<file path="src/rtl/subvec_pkg.sv">
package subvec_pkg;
  // Sub-vector length is coded in two bits: SUBVL = code + 1, range 1..4.
  localparam int SV_W      = 2;
  localparam int MAX_SUBVL = 1 << SV_W;

  typedef logic [SV_W-1:0] sv_code_t;
endpackage

</file>
<file path="src/rtl/subvec_walker.sv">
module subvec_walker
  import subvec_pkg::*;
#(
  parameter int MAX_VL = 16,
  localparam int CW    = (MAX_VL > 1) ? $clog2(MAX_VL) : 1,
  localparam int IDXW  = $clog2(MAX_VL * MAX_SUBVL)
) (
  input  logic            clk,
  input  logic            rst_n,
  input  logic            load,
  input  logic            step,
  input  logic            outer_sv,
  input  logic [CW-1:0]   vl_m1,
  input  sv_code_t        sv_m1,
  output logic [IDXW-1:0] offset,
  output logic            at_end
);
  logic [CW-1:0] elem_q;
  sv_code_t      sub_q;
  logic          elem_wrap;
  logic          sub_wrap;

  assign elem_wrap = (elem_q == vl_m1);
  assign sub_wrap  = (sub_q == sv_m1);
  assign at_end    = elem_wrap && sub_wrap;

  // The offset is element*SUBVL + sub-element; only the loop nesting differs.
  assign offset = IDXW'(elem_q) * IDXW'({1'b0, sv_m1} + 3'd1) + IDXW'(sub_q);

  always_ff @(posedge clk or negedge rst_n) begin
    if (!rst_n) begin
      elem_q <= '0;
      sub_q  <= '0;
    end else if (load) begin
      elem_q <= '0;
      sub_q  <= '0;
    end else if (step) begin
      if (outer_sv) begin
        if (elem_wrap) begin
          elem_q <= '0;
          sub_q  <= sub_q + 1'b1;
        end else begin
          elem_q <= elem_q + 1'b1;
        end
      end else begin
        if (sub_wrap) begin
          sub_q  <= '0;
          elem_q <= elem_q + 1'b1;
        end else begin
          sub_q  <= sub_q + 1'b1;
        end
      end
    end
  end

  // Counters never pass the captured bounds while beats are transferred.
  assert_walk_in_range_R6: assert property (@(posedge clk) disable iff (!rst_n)
    step |-> (elem_q <= vl_m1) && (sub_q <= sv_m1));
endmodule

</file>
<file path="src/rtl/subvec_seq_ctrl.sv">
module subvec_seq_ctrl
  import subvec_pkg::*;
#(
  parameter int MAX_VL = 16,
  localparam int VLW   = $clog2(MAX_VL + 1),
  localparam int CW    = (MAX_VL > 1) ? $clog2(MAX_VL) : 1
) (
  input  logic           clk,
  input  logic           rst_n,
  input  logic           start,
  input  logic [VLW-1:0] vl,
  input  sv_code_t       subvl_m1,
  input  logic           pack_en,
  input  logic           unpack_en,
  input  logic           out_ready,
  input  logic           walk_end,
  output logic           run,
  output logic           load,
  output logic           step,
  output logic [CW-1:0]  vl_m1_q,
  output sv_code_t       sv_m1_q,
  output logic           pack_q,
  output logic           unpack_q
);
  logic [VLW-1:0] vl_eff;

  assign vl_eff = (vl > VLW'(MAX_VL)) ? VLW'(MAX_VL) : vl;
  assign load   = start && !run;
  assign step   = run && out_ready;

  always_ff @(posedge clk or negedge rst_n) begin
    if (!rst_n) begin
      run      <= 1'b0;
      vl_m1_q  <= '0;
      sv_m1_q  <= '0;
      pack_q   <= 1'b0;
      unpack_q <= 1'b0;
    end else if (load) begin
      run      <= (vl != '0);
      vl_m1_q  <= CW'(vl_eff - 1'b1);
      sv_m1_q  <= subvl_m1;
      pack_q   <= pack_en;
      unpack_q <= unpack_en;
    end else if (step && walk_end) begin
      run <= 1'b0;
    end
  end

  assert_hold_valid_R7: assert property (@(posedge clk) disable iff (!rst_n)
    (run && !out_ready) |=> run);

  assert_idle_after_last_R6: assert property (@(posedge clk) disable iff (!rst_n)
    (step && walk_end) |=> !run);

  assert_busy_start_ignored_R9: assert property (@(posedge clk) disable iff (!rst_n)
    (run && start) |=> ($stable(pack_q) && $stable(unpack_q) &&
                        $stable(vl_m1_q) && $stable(sv_m1_q)));
endmodule

</file>
<file path="src/rtl/subvec_pack_idx_gen.sv">
module subvec_pack_idx_gen
  import subvec_pkg::*;
#(
  parameter int MAX_VL = 16,
  localparam int VLW   = $clog2(MAX_VL + 1),
  localparam int CW    = (MAX_VL > 1) ? $clog2(MAX_VL) : 1,
  localparam int IDXW  = $clog2(MAX_VL * MAX_SUBVL)
) (
  input  logic            clk,
  input  logic            rst_n,
  input  logic            start,
  input  logic [VLW-1:0]  vl,
  input  logic [1:0]      subvl_m1,
  input  logic            pack_en,
  input  logic            unpack_en,
  output logic            out_valid,
  input  logic            out_ready,
  output logic [IDXW-1:0] src_idx,
  output logic [IDXW-1:0] dst_idx,
  output logic            out_last
);
  logic          run;
  logic          load;
  logic          step;
  logic [CW-1:0] vl_m1_q;
  sv_code_t      sv_m1_q;
  logic          pack_q;
  logic          unpack_q;
  logic          outer_sel [2];
  logic [IDXW-1:0] offs    [2];
  logic          ends      [2];

  subvec_seq_ctrl #(.MAX_VL(MAX_VL)) u_ctrl (
    .clk       (clk),
    .rst_n     (rst_n),
    .start     (start),
    .vl        (vl),
    .subvl_m1  (subvl_m1),
    .pack_en   (pack_en),
    .unpack_en (unpack_en),
    .out_ready (out_ready),
    .walk_end  (ends[0]),
    .run       (run),
    .load      (load),
    .step      (step),
    .vl_m1_q   (vl_m1_q),
    .sv_m1_q   (sv_m1_q),
    .pack_q    (pack_q),
    .unpack_q  (unpack_q)
  );

  assign outer_sel[0] = pack_q;
  assign outer_sel[1] = unpack_q;

  // Walker 0 drives the source side, walker 1 the destination side.
  for (genvar w = 0; w < 2; w++) begin : g_walk
    subvec_walker #(.MAX_VL(MAX_VL)) u_walk (
      .clk      (clk),
      .rst_n    (rst_n),
      .load     (load),
      .step     (step),
      .outer_sv (outer_sel[w]),
      .vl_m1    (vl_m1_q),
      .sv_m1    (sv_m1_q),
      .offset   (offs[w]),
      .at_end   (ends[w])
    );
  end

  assign out_valid = run;
  assign src_idx   = offs[0];
  assign dst_idx   = offs[1];
  assign out_last  = run && ends[0];

  assert_walkers_end_together_R6: assert property (@(posedge clk) disable iff (!rst_n)
    run |-> (ends[0] == ends[1]));

  assert_stall_keeps_pair_R7: assert property (@(posedge clk) disable iff (!rst_n)
    (out_valid && !out_ready) |=> ($stable(src_idx) && $stable(dst_idx)));

  assert_plain_copy_matches_R8: assert property (@(posedge clk) disable iff (!rst_n)
    (out_valid && !pack_q && !unpack_q) |-> (src_idx == dst_idx));

  assert_reset_idle_R1: assert property (@(posedge clk) disable iff (!rst_n)
    (!out_valid && !load) |=> !out_valid);
endmodule

</file>
<file path="config.mk">
export PLATFORM = sky130hd
export DESIGN_NAME = subvec_pack_idx_gen
export DESIGN_NICKNAME = d
export VERILOG_FILES = /design/src/rtl/subvec_pkg.sv /design/src/rtl/subvec_walker.sv /design/src/rtl/subvec_seq_ctrl.sv /design/src/rtl/subvec_pack_idx_gen.sv
export SDC_FILE = /design/constraint.sdc
export NUM_CORES = 1
export LEC_CHECK = 0
export BUFFER_PORTS_ARGS = -buffer_cell sky130_fd_sc_hd__buf_4
export CORE_ASPECT_RATIO = 1.75
export CORE_MARGIN = 5
export CORE_UTILIZATION = 40
export CTS_CLUSTER_SIZE = 10
export DETAILED_ROUTE_END_ITERATION = 16
export GPL_TIMING_DRIVEN = 1
export PLACE_DENSITY = 0.62
export SLEW_MARGIN = 40
export SYNTH_ARGS = -nofsm -noshare
export SYNTH_HDL_FRONTEND = slang
export SYNTH_SLANG_ARGS = --single-unit
</file>
<file path="constraint.sdc">
create_clock -name clk -period 4.26 [get_ports clk]
set_input_delay 1.065 -clock clk [delete_from_list [all_inputs] [get_ports clk]]
set_output_delay 1.065 -clock clk [all_outputs]
set_load 0.005 [all_outputs]
</file>
Word level (Yosys, flattened, before mapping)
Cells that the tools add are included.

word-level totals
  register bits = 21
  logic and storage cells = 64
  bits of input ports = 13

cells by class
  multipliers = 2
  multiplexer cells = 23
  $add $sub $neg = 8
  reduce and logical (&&, ||, !) cells = 15
  eq/ne operators = 6
  order comparisons = 1

operators by type and width
  operator                                           count
  2-to-1 mux 4 bit                                   11
  2-to-1 mux 2 bit                                   10
  adder 6 x 2 -> 6 bit                               2
  multiplier 4 x 6 -> 6 bit                          2
  adder 4 x 1 -> 4 bit (second input constant)       2
  == test 4 bit                                      2
  AND reduction 2 bit                                4
  != test 3 x 1 -> 1 bit (second input constant)     2
  nonzero test 3 bit                                 2
  > comparator 5 bit (second input constant)         1
  logical AND 1 bit                                  5
  nonzero test 5 bit                                 1
  adder 2 x 1 -> 2 bit (second input constant)       2
  == test 2 bit                                      2
  nonzero test 2 bit                                 2
  subtractor 4 x 1 -> 4 bit (second input constant)  1
  adder 2 x 1 -> 3 bit (second input constant)       1
  2-to-1 mux 1 bit                                   2
  logical NOT 1 bit                                  1

Logic depth before layout (Yosys ltp)
  depth after elaboration = 5
  gate-level depth with buffers = 9
  depth with buffers taken out = 9

Modules after synthesis
From an unflattened synthesis, not the netlist that was laid out.

unflattened totals
  cells, all modules = 239
  area, all modules = 2184.6 sq um

by module, submodules not included
  module               cells an instance  instances  area an instance (sq um)  seq. area each (sq um)
  subvec_walker        96                 2          883.3                     150.1
  subvec_seq_ctrl      46                 1          411.6                     225.2
  subvec_pack_idx_gen  1                  1          6.3                       0.0

Least setup slack after synthesis
No wires, ideal clock.

  path type = register -> output
  start = register u_ctrl.sv_m1_q[1]
  end = output port src_idx[5]
  setup slack = 574 ps
  arrival = 2621 ps
  stages on the path, launching flop included = 10
  path buffers = 0
  required time = 3195 ps
  cell sequence = dfrtp_1 > ha_1 > nand2_1 > fa_1 > inv_1 > ha_1 > fa_1 > a21o_1 > a21oi_1 > xnor2_1

on the way
  cells in the longest elaborated chain, start to end = 3

RTL lines
  element                    line                       RTL
  from (decl)                subvec_seq_ctrl.sv:21      output sv_code_t sv_m1_q,
  from (signal assigned)     subvec_seq_ctrl.sv:41      sv_m1_q <= subvl_m1;
  adder 2 x 1 -> 3 bit       subvec_walker.sv:28        assign offset = IDXW'(elem_q) * IDXW'({1'b0, sv_m1} + 3'd1) + IDXW'(sub_q);
  multiplier 4 x 6 -> 6 bit  subvec_walker.sv:28
  adder 6 x 2 -> 6 bit       subvec_walker.sv:28
  to (decl)                  subvec_pack_idx_gen.sv:18  output logic [IDXW-1:0] src_idx,

No other way between the ends.

Final worst setup path
Ends and elaborated chain as after synthesis.

==> impl_metrics.env <==
export IMPL_clock_skew_ns=0.002638
export IMPL_cts_root_buf="clkbuf_8"
export IMPL_final_cell_count_no_fill=281
export IMPL_tns_ns=0
export IMPL_synthTopCellsByCount="26 x ha_1, 21 x dfrtp_1, 21 x nand2_1"
export IMPL_leakage_nw=1.150
export IMPL_grt_max_degree=22
export IMPL_gp_congestion=0.7678
export IMPL_fmax_mhz=243.4
export IMPL_endpoint_kind="primary output"
export IMPL_grt_pass1_vias=1499
export IMPL_holdPathStages=2
export IMPL_dpl_instance_area_um2=2175
export IMPL_fp_row_count=33
export IMPL_yosysSeqAreaShare_pct=27.24
export IMPL_synth_edf_count=0
export IMPL_synth_top_family_by_area="adder cells"
export IMPL_worst_slew_pin_slew_ns=0.7459
export IMPL_vdd_ir_drop_max_mv=0.3565
export IMPL_cpMaxStageDelayCell="fa_1"
export IMPL_finalCriticalPeriod_ns=4.108
export IMPL_setup_worst_path_class="reg2out"
export IMPL_syn_area_um2=1929
export IMPL_r2r_start="u_ctrl.run"
export IMPL_cp_arrival_ns=3.04
export IMPL_cts_tree="done"
export IMPL_hp_class="reg2reg"
export IMPL_r2r_end="g_walk[1].u_walk.elem_q[0]"
export IMPL_dieArea_um2=6367
export IMPL_ff2ff_path_depth=5
export IMPL_crit_chain="ha_4 -> nand2_1 -> fa_1 -> inv_1 -> ha_1 -> fa_1 -> a21o_1 -> a21oi_2 -> xnor2_1 -> buf_4"
export IMPL_clk_pin_slew_ns=0.08
export IMPL_routed_wl_mm=3.791
export IMPL_antenna_found_initial=0
export IMPL_ant_nets=0
export IMPL_hold_violations=0
export IMPL_wl_per_cell_um=13.49
export IMPL_synth_distinct_cells=43
export IMPL_ys_seq_elements=21
export IMPL_yosysWarnings=0
export IMPL_hold_start="u_ctrl.vl_m1_q[3]"
export IMPL_drv_slew=0
export IMPL_cts_sinks=21
export IMPL_start_util_pct=40.99
export IMPL_diodes=0
export IMPL_yosys_area_share_adder_pct=23.09
export IMPL_critPathRequiredTime_ns=3.19
export IMPL_grt_pass1_wl_mm=6.527
export IMPL_cts_max_level=1
export IMPL_syn_nets=246
export IMPL_cpPeakStageDelay_ns=0.51
export IMPL_drv_cap=0
export IMPL_synth_simple_area_share_pct=15.69
export IMPL_vias=1496
export IMPL_syn_instance_count=201
export IMPL_clockBufferDepth=2
export IMPL_core_area_um2=4707
export IMPL_die_x_um=62.50
export IMPL_die_h_um=101.9
export IMPL_numCtsBuffers=3
export IMPL_io_pins=27
export IMPL_timing_final_crit_share_pct=96.44
export IMPL_fin_util_pct=47.58
export IMPL_outcome="completed"
export IMPL_fin_area_um2=2240
export IMPL_setup_viol=0
export IMPL_yosysMostFrequentCell="ha_1"
export IMPL_clkLatencyLatePin_ns=0.27
export IMPL_hold_end="u_ctrl.vl_m1_q[3]"
export IMPL_cts_hold_fix_buffers=0
export IMPL_synthXorXnorAreaFrac_pct=11.28
export IMPL_grt_usage_pct=12.46
export IMPL_critPathBufInv=2
export IMPL_routed_via_density=5.324
export IMPL_synth_compound_area_share_pct=14.66
export IMPL_crit_family="adder cells"
export IMPL_fill_cells=498
export IMPL_slew_headroom_pct=50.15
export IMPL_ys_flop_type="dfrtp_1"
export IMPL_crit_path_frequent_cell="fa_1"
export IMPL_async_flop_share_pct=100.0
export IMPL_synth_top_cell_area_share_pct=27.24
export IMPL_synthMuxAreaShare_pct=4.540
export IMPL_grt_ovfl_total=0
export IMPL_r2r_slack_ns=2.34
export IMPL_drc_errors=0
export IMPL_placed_cells=277
export IMPL_synth_area_leaders="dfrtp_1 27%, ha_1 17%, xnor2_1 6.4%"
export IMPL_drive_gt1_share_pct=19.65
export IMPL_syn_to_final_growth_pct=16.08
export IMPL_yosysTopAreaCell="dfrtp_1"
export IMPL_first_iter_violations=11
export IMPL_first_pass_iters=5
export IMPL_rsz0062_at_grt="false"
export IMPL_hpwlAfterDp_mm=3.057
export IMPL_startpoint_type="flop"
export IMPL_worst_path_max_fanout=8
export IMPL_fin_nets=275
export IMPL_p_per_area_nw_per_um2=817.3
export IMPL_synth_avg_cell_area_um2=9.599
export IMPL_numPortBuffers=26
## layout by cell type (no fill, tap or decap), types with 2 or more instances in the layout
| cell type | n |
|---|---|
| nand2_1 | 21 |
| a22o_1 | 2 |
| clkbuf_8 | 3 |
| nor2b_1 | 7 |
| fa_1 | 5 |
| inv_1 | 12 |
| o21ai_0 | 9 |
| buf_4 | 27 |
| and2_1 | 6 |
| nor3_1 | 2 |
| mux2i_1 | 2 |
| xor2_1 | 9 |
| ha_1 | 25 |
| a21o_1 | 5 |
| nor2_1 | 6 |
| mux2_2 | 6 |
| nand2b_1 | 9 |
| nand3_1 | 2 |
| dfrtp_1 | 20 |
| o2bb2ai_1 | 2 |
| xnor2_1 | 14 |
| a21oi_1 | 8 |
| o21ai_1 | 3 |
## timing repair
action                     CTS  global route
hold endpoints to repair     0             0
gates resized for setup      2             3
buffers inserted             0             0
setup endpoints to repair    2             2
## per-layer routing
metal,global-route usage (%),wire length [um],vias to the layer above
met2,24.12,2051,22
met4,5.229,70,0
li1,-,-,752
met5,0,0,-
met3,1.650,129,5
met1,13.32,1540,717
## stage by stage
step | setup WS (ns) | hold WS (ns) | power, mW
floorplan | 0.5739 | 0.5093 | 1.257
finish | 0.1517 | 0.5690 | 1.830
global placement | 0.3317 | 0.5339 | 1.690
CTS | 0.07495 | 0.5692 | 1.865
detailed placement | 0.2809 | 0.5512 | 1.704
global route | 0.01143 | 0.5849 | 2.052
## registers in the layout, summed over array words and instances, names as in the netlist
| signal | count |
|---|---|
| g_walk.u_walk.sub_q | 4 |
| u_ctrl.pack_q | 1 |
| u_ctrl.sv_m1_q | 2 |
| u_ctrl.unpack_q | 1 |
| g_walk.u_walk.elem_q | 8 |
| u_ctrl.vl_m1_q | 4 |
| u_ctrl.run | 1 |
## how the worst max path moves through the flow
stage / from / endpoint / slack (ns) / depth (start not counted)
after floorplan: u_ctrl.sv_m1_q[1] / src_idx[5] / 0.57 / 9
after global placement: u_ctrl.sv_m1_q[1] / src_idx[5] / 0.33 / 10
after detailed placement: u_ctrl.sv_m1_q[1] / src_idx[5] / 0.28 / 10
after CTS: u_ctrl.sv_m1_q[1] / src_idx[5] / 0.07 / 10
after global routing: u_ctrl.sv_m1_q[1] / src_idx[5] / 0.01 / 10
final: u_ctrl.sv_m1_q[1] / src_idx[5] / 0.15 / 10
## tightest hold or removal path: stages (launching register included)
cell and delay (ns):
dfrtp_1 0.41, nand2_1 0.06, o21ai_0 0.07
## layout make-up
class / instances / area (um2) / share of cell area [%]
timing repair buffer: 27 / 202.7 / 9.050
clock buffer: 4 / 45.04 / 2.011
inverter: 12 / 45.04 / 2.011
multi-input combinational: 165 / 1355 / 60.50
sequential: 21 / 526.8 / 23.52
tap: 52 / 65.06 / 2.905
## cells by family (layout without fill, tap and decap cells)
family | after synthesis | after routing
buffers and inverters | 15 | 43
and+or+nand+nor | 59 | 59
muxes | 8 | 8
xor gates and xnor gates | 24 | 24
AOI/OAI and AO/OA | 42 | 42
adders and majority gates | 32 | 32
DFF | 21 | 21
## power breakdown
| group | switching, mW | leakage (nW) | internal [mW] |
|---|---|---|---|
| Combinational | 0.585 | 0.870 | 0.664 |
| Sequential | 0.153 | 0.257 | 0.293 |
| Clock | 0.0688 | 0.0228 | 0.0669 |
| Total | 0.807 | 1.15 | 1.02 |
No activity file was read; power rests on OpenSTA's default activity.
